--- src/rtl/pfq_pkg.sv ---
package pfq_pkg;

  // Bus-side fetch control state
  typedef enum logic [1:0] {
    FS_IDLE  = 2'd0,  // no request on the bus
    FS_WAIT  = 2'd1,  // request outstanding, word will be kept
    FS_STALE = 2'd2   // request outstanding, word will be dropped
  } fetch_state_t;

endpackage

--- src/rtl/pfq_fetch.sv ---
module pfq_fetch #(
  parameter int AW         = 32,
  parameter int STEP       = 4,
  parameter logic [AW-1:0] RESET_ADDR = '0
) (
  input  logic          clk,
  input  logic          rst,
  input  logic          exec_busy,
  input  logic          room,
  input  logic          flush,
  input  logic [AW-1:0] redirect,
  input  logic          bus_ack,
  output logic          bus_req,
  output logic [AW-1:0] bus_addr,
  output logic          push,
  output logic [AW-1:0] push_addr
);
  import pfq_pkg::*;

  fetch_state_t  state;
  logic [AW-1:0] pf_addr;
  logic [AW-1:0] req_addr;
  logic          issue;

  assign issue     = (state == FS_IDLE) && !flush && !exec_busy && room;
  assign push      = (state == FS_WAIT) && bus_ack && !flush;
  assign push_addr = req_addr;
  assign bus_req   = (state != FS_IDLE);
  assign bus_addr  = req_addr;

  always_ff @(posedge clk) begin
    if (rst) begin
      state    <= FS_IDLE;
      pf_addr  <= RESET_ADDR;
      req_addr <= RESET_ADDR;
    end else begin
      unique case (state)
        FS_IDLE: begin
          if (flush) begin
            pf_addr <= redirect;
          end else if (issue) begin
            req_addr <= pf_addr;
            state    <= FS_WAIT;
          end
        end
        FS_WAIT: begin
          if (bus_ack) begin
            pf_addr <= flush ? redirect : pf_addr + AW'(STEP);
            state   <= FS_IDLE;
          end else if (flush) begin
            pf_addr <= redirect;
            state   <= FS_STALE;
          end
        end
        FS_STALE: begin
          if (flush) pf_addr <= redirect;
          if (bus_ack) state <= FS_IDLE;
        end
        default: state <= FS_IDLE;
      endcase
    end
  end


  req_hold_chk: assert property (@(posedge clk) disable iff (rst)
    (bus_req && !bus_ack) |=> (bus_req && $stable(bus_addr)));


  req_start_free_chk: assert property (@(posedge clk) disable iff (rst)
    $rose(bus_req) |-> $past(!exec_busy));


  addr_step_chk: assert property (@(posedge clk) disable iff (rst)
    push |=> (pf_addr == $past(pf_addr) + AW'(STEP)));

endmodule

--- src/rtl/pfq_store.sv ---
module pfq_store #(
  parameter int DW    = 32,
  parameter int AW    = 32,
  parameter int DEPTH = 4,
  localparam int PTR_W = (DEPTH > 1) ? $clog2(DEPTH) : 1,
  localparam int LVL_W = $clog2(DEPTH + 1)
) (
  input  logic          clk,
  input  logic          rst,
  input  logic          clear,
  input  logic          push,
  input  logic [DW-1:0] push_word,
  input  logic [AW-1:0] push_addr,
  input  logic          pop,
  output logic          nonempty,
  output logic          has_room,
  output logic          full,
  output logic [DW-1:0] head_word,
  output logic [AW-1:0] head_addr
);
  logic [DW-1:0]    mem_word [DEPTH];
  logic [AW-1:0]    mem_addr [DEPTH];
  logic [PTR_W-1:0] wr_ptr, rd_ptr, wr_nxt, rd_nxt;
  logic [LVL_W-1:0] level;

  // Pointer wrap: free-running for power-of-two depths, compare otherwise
  generate
    if ((DEPTH & (DEPTH - 1)) == 0) begin : g_pow2
      assign wr_nxt = wr_ptr + PTR_W'(1);
      assign rd_nxt = rd_ptr + PTR_W'(1);
    end else begin : g_wrap
      assign wr_nxt = (wr_ptr == PTR_W'(DEPTH - 1)) ? '0 : wr_ptr + PTR_W'(1);
      assign rd_nxt = (rd_ptr == PTR_W'(DEPTH - 1)) ? '0 : rd_ptr + PTR_W'(1);
    end
  endgenerate

  // Storage array without reset so it maps onto distributed RAM
  always_ff @(posedge clk) begin
    if (push) begin
      mem_word[wr_ptr] <= push_word;
      mem_addr[wr_ptr] <= push_addr;
    end
  end

  always_ff @(posedge clk) begin
    if (rst || clear) begin
      wr_ptr <= '0;
      rd_ptr <= '0;
      level  <= '0;
    end else begin
      if (push) wr_ptr <= wr_nxt;
      if (pop)  rd_ptr <= rd_nxt;
      unique case ({push, pop})
        2'b10:   level <= level + LVL_W'(1);
        2'b01:   level <= level - LVL_W'(1);
        default: level <= level;
      endcase
    end
  end

  assign nonempty  = (level != '0);
  assign full      = (level == LVL_W'(DEPTH));
  assign has_room  = !full;
  assign head_word = mem_word[rd_ptr];
  assign head_addr = mem_addr[rd_ptr];


  flush_empty_chk: assert property (@(posedge clk) disable iff (rst)
    clear |=> !nonempty);


  pop_nonempty_chk: assert property (@(posedge clk) disable iff (rst)
    pop |-> nonempty);

endmodule

--- src/rtl/prefetch_queue.sv ---
module prefetch_queue #(
  parameter int DW    = 32,
  parameter int AW    = 32,
  parameter int DEPTH = 4,
  parameter int STEP  = 4,
  parameter logic [AW-1:0] RESET_ADDR = '0
) (
  input  logic          clk,
  input  logic          rst,
  output logic          bus_req,
  output logic [AW-1:0] bus_addr,
  input  logic          bus_ack,
  input  logic [DW-1:0] bus_rdata,
  input  logic          exec_bus_busy,
  output logic          ins_valid,
  input  logic          ins_ready,
  output logic [DW-1:0] ins_word,
  output logic [AW-1:0] ins_addr,
  input  logic          br_valid,
  input  logic          br_taken,
  input  logic          irq_take,
  input  logic [AW-1:0] redirect_addr
);
  logic          flush;
  logic          push, pop;
  logic [AW-1:0] push_addr;
  logic          room, full;

  // A failed branch condition is not a flush
  assign flush = (br_valid && br_taken) || irq_take;
  assign pop   = ins_valid && ins_ready && !flush;

  pfq_fetch #(
    .AW(AW), .STEP(STEP), .RESET_ADDR(RESET_ADDR)
  ) u_fetch (
    .clk       (clk),
    .rst       (rst),
    .exec_busy (exec_bus_busy),
    .room      (room),
    .flush     (flush),
    .redirect  (redirect_addr),
    .bus_ack   (bus_ack),
    .bus_req   (bus_req),
    .bus_addr  (bus_addr),
    .push      (push),
    .push_addr (push_addr)
  );

  pfq_store #(
    .DW(DW), .AW(AW), .DEPTH(DEPTH)
  ) u_store (
    .clk       (clk),
    .rst       (rst),
    .clear     (flush),
    .push      (push),
    .push_word (bus_rdata),
    .push_addr (push_addr),
    .pop       (pop),
    .nonempty  (ins_valid),
    .has_room  (room),
    .full      (full),
    .head_word (ins_word),
    .head_addr (ins_addr)
  );


  no_overflow_chk: assert property (@(posedge clk) disable iff (rst)
    push |-> (!full || pop));

endmodule

--- config.mk ---
export PLATFORM = sky130hd
export DESIGN_NAME = prefetch_queue
export DESIGN_NICKNAME = d
export VERILOG_FILES = /design/src/rtl/pfq_pkg.sv /design/src/rtl/pfq_fetch.sv /design/src/rtl/pfq_store.sv /design/src/rtl/prefetch_queue.sv
export SDC_FILE = /design/constraint.sdc
export NUM_CORES = 1
export LEC_CHECK = 0
export BUFFER_PORTS_ARGS = -buffer_cell sky130_fd_sc_hd__buf_4
export CAP_MARGIN = 40
export CORE_ASPECT_RATIO = 0.5
export CORE_MARGIN = 8
export CORE_UTILIZATION = 40
export DETAILED_ROUTE_END_ITERATION = 8
export GPL_TIMING_DRIVEN = 0
export PLACE_DENSITY = 0.6
export SYNTH_ARGS = -nofsm -noshare
export SYNTH_HDL_FRONTEND = slang
export SYNTH_HIERARCHICAL = 1
export SYNTH_SLANG_ARGS = --single-unit
--- constraint.sdc ---
create_clock -name clk -period 8.3 [get_ports clk]
set_input_delay 0 -clock clk [delete_from_list [all_inputs] [get_ports clk]]
set_output_delay 0 -clock clk [all_outputs]
set_load 0.005 [all_outputs]
==> impl_metrics.json <==
{
  "power_frac_comb_pct": 5.3,
  "mostFrequentLayoutCells": "256 x edfxtp_1, 203 x buf_4, 94 x nand2_1",
  "critPathArrivalTime_ns": 3.97,
  "clkPwrFrac_pct": 40.3,
  "cp_slowest_cell": "dlygate4sd3_1",
  "synth_area_per_cell_sq_um": 15.25,
  "cp_cell_sequence": "clkbuf_1 -> nand2_1 -> nand2_1 -> clkbuf_1 -> o221ai_1 -> dlygate4sd3_1 -> a21oi_1 -> dlygate4sd3_1",
  "syn-num-nets": 963,
  "power_switching_share_pct": 20.99,
  "grt_max_degree": 52,
  "max_freq_mhz": 288.7,
  "wl_per_cell_microns": 21.16,
  "grt_overflow": 0,
  "setup_viol": 0,
  "cts.clk_slew.worst_paths_ns": 0.07,
  "cts_max_level": 1,
  "synth_cells": 884,
  "max_stage_delay_ns": 0.58,
  "die_x_microns": 275.7,
  "drc": 0,
  "cellLeakagePower_nw": 6.034,
  "hp-class": "primary input to register",
  "place.gp.congestion": 0.8762,
  "antenna_found_initial": 0,
  "fin_nets": 1241,
  "clk_latency_ns": 0.56,
  "numCtsBuffers": 29,
  "portBuffers": 169,
  "powerDensity_nw_per_um2": 195.3,
  "hold_buffers": 71,
  "hold_violations": 0,
  "grt_pass1_wl_microns": 52620,
  "ant_nets": 0,
  "dieArea_sq_um": 40200,
  "start_util_pct": 40.73,
  "syn2layout_area_growth_pct": 26.70,
  "grt_pass1_vias": 8918,
  "tightest_slew_ns": 0.7896,
  "ir_drop_mv": 0.1171,
  "routed_via_density": 5.218,
  "final_common_cell": "edfxtp_1",
  "path_class": "register to register",
  "cap_violations": 0,
  "drive_gt1_share_pct": 29.36,
  "yosysWarnings": 6,
  "cts_max_path_buffers": 3,
  "dieHeight_microns": 145.8,
  "tns_ns": 0,
  "antenna_cells": 0,
  "clock_sinks": 331,
  "cts_resized": 0,
  "core_area_sq_um": 33110,
  "final-max-slew-violation-count": 0,
  "required_ns": 8.81,
  "cts_tree": "yes",
  "layout_worst_path_cycle_share_pct": 41.74,
  "post_cts_buffers": 0,
  "num_rows": 47,
  "status": "finished clean",
  "p_sw_mw": 0.7005,
  "start_kind": "register",
  "drtIter0Drc": 630,
  "relSlewSlack_pct": 47.25,
  "seqPwrFrac_pct": 54.4,
  "synthesis.area_sq_um": 13480,
  "dr.pass1.iters": 5,
  "p_int_mw": 2.637,
  "fin_crit_ns": 3.464,
  "track_usage_pct": 16.85,
  "crit_path_max_fanout": 10,
  "utilization_pct": 51.60,
  "fin_skew_ns": 0.02025,
  "vias": 8469,
  "root_buffer": "clkbuf_16",
  "end_kind": "register",
  "drt_wl_total_microns": 34350,
  "dp_hpwl_microns": 23480,
  "fillerInstances": 2810,
  "rsz0062_at_grt": "false",
  "pin_count": 170
}
[per-layer routing]
metal  share of wire, %  up-vias  track usage (%)
li1                   -     3934                -
met1                 41     4284            21.20
met2                 53      209            30.41
met3                4.8       42            2.428
met4                1.8        0            3.797
met5                  0        -                0
[state kept, by name, indices dropped and copies added (netlist names), named ones only]
name,count
u_store/rd_ptr,2
u_fetch/state,2
u_fetch/bus_addr,32
u_store/mem_word,128
u_fetch/pf_addr,32
u_store/mem_addr,128
u_store/level,3
u_store/wr_ptr,2
[per-stage QoR]
step | instance area, sq um | total power, mW | instances | hold slack [ns] | worst slack (ns)
final | 17090 | 3.337 | 1623 | 0.03090 | 4.836
after global routing | 17090 | 3.452 | 1623 | 0.01743 | 4.652
after CTS | 17090 | 3.376 | 1623 | 0.004144 | 4.970
after detailed placement | 15440 | 2.001 | 1501 | 0.2036 | 5.722
after global placement | 15300 | 1.996 | 1494 | 0.1993 | 2.986
after floorplan | 13480 | 1.919 | 884 | 0.09887 | 5.006
[power groups by stage]
stage	clock [mW]	sequential, mW	combinational [mW]
6_report	1.34	1.82	0.177
5_1_grt	1.44	1.82	0.192
4_1_cts	1.38	1.82	0.177
3_5_place_dp	0	1.85	0.148
3_3_place_gp	0	1.85	0.143
2_1_floorplan	0	1.84	0.0746
[final cells by class]
cell class                      instances  area [sq um]  area share (%)
Inverter                               14         52.55          0.3076
Buffer                                 87         569.3           3.332
Tap cell                              441         551.8           3.230
Clock buffer                           36         773.2           4.526
Timing Repair Buffer                  247          2102           12.30
Clock inverter                         15         158.9          0.9301
Sequential cell                       331          9189           53.78
Multi-Input combinational cell        452          3689           21.59
[path summary, 6_finish.rpt]
path,slack [ns],from,end,depth (start not counted)
setup reg to reg,4.84,u_fetch/state[0]$_SDFFE_PP0P_,u_fetch/pf_addr[18]$_SDFFE_PP0P_,8
hold reg to reg,0.46,u_fetch/pf_addr[0]$_SDFFE_PP0P_,u_fetch/pf_addr[0]$_SDFFE_PP0P_,2
hold / removal,0.03,redirect_addr[29],u_fetch/pf_addr[29]$_SDFFE_PP0P_,5
setup / recovery,4.84,u_fetch/state[0]$_SDFFE_PP0P_,u_fetch/pf_addr[18]$_SDFFE_PP0P_,8
[worst max-delay path, delay by kind of cell (launching register included)]
| family | cells | cell delay [ns] |
|---|---|---|
| buf+inv | 4 | 2.11 |
| simple gates | 2 | 0.56 |
| flops | 1 | 0.43 |
| compound gates | 2 | 0.31 |
Note: power is estimated with default switching activity, not from simulation.
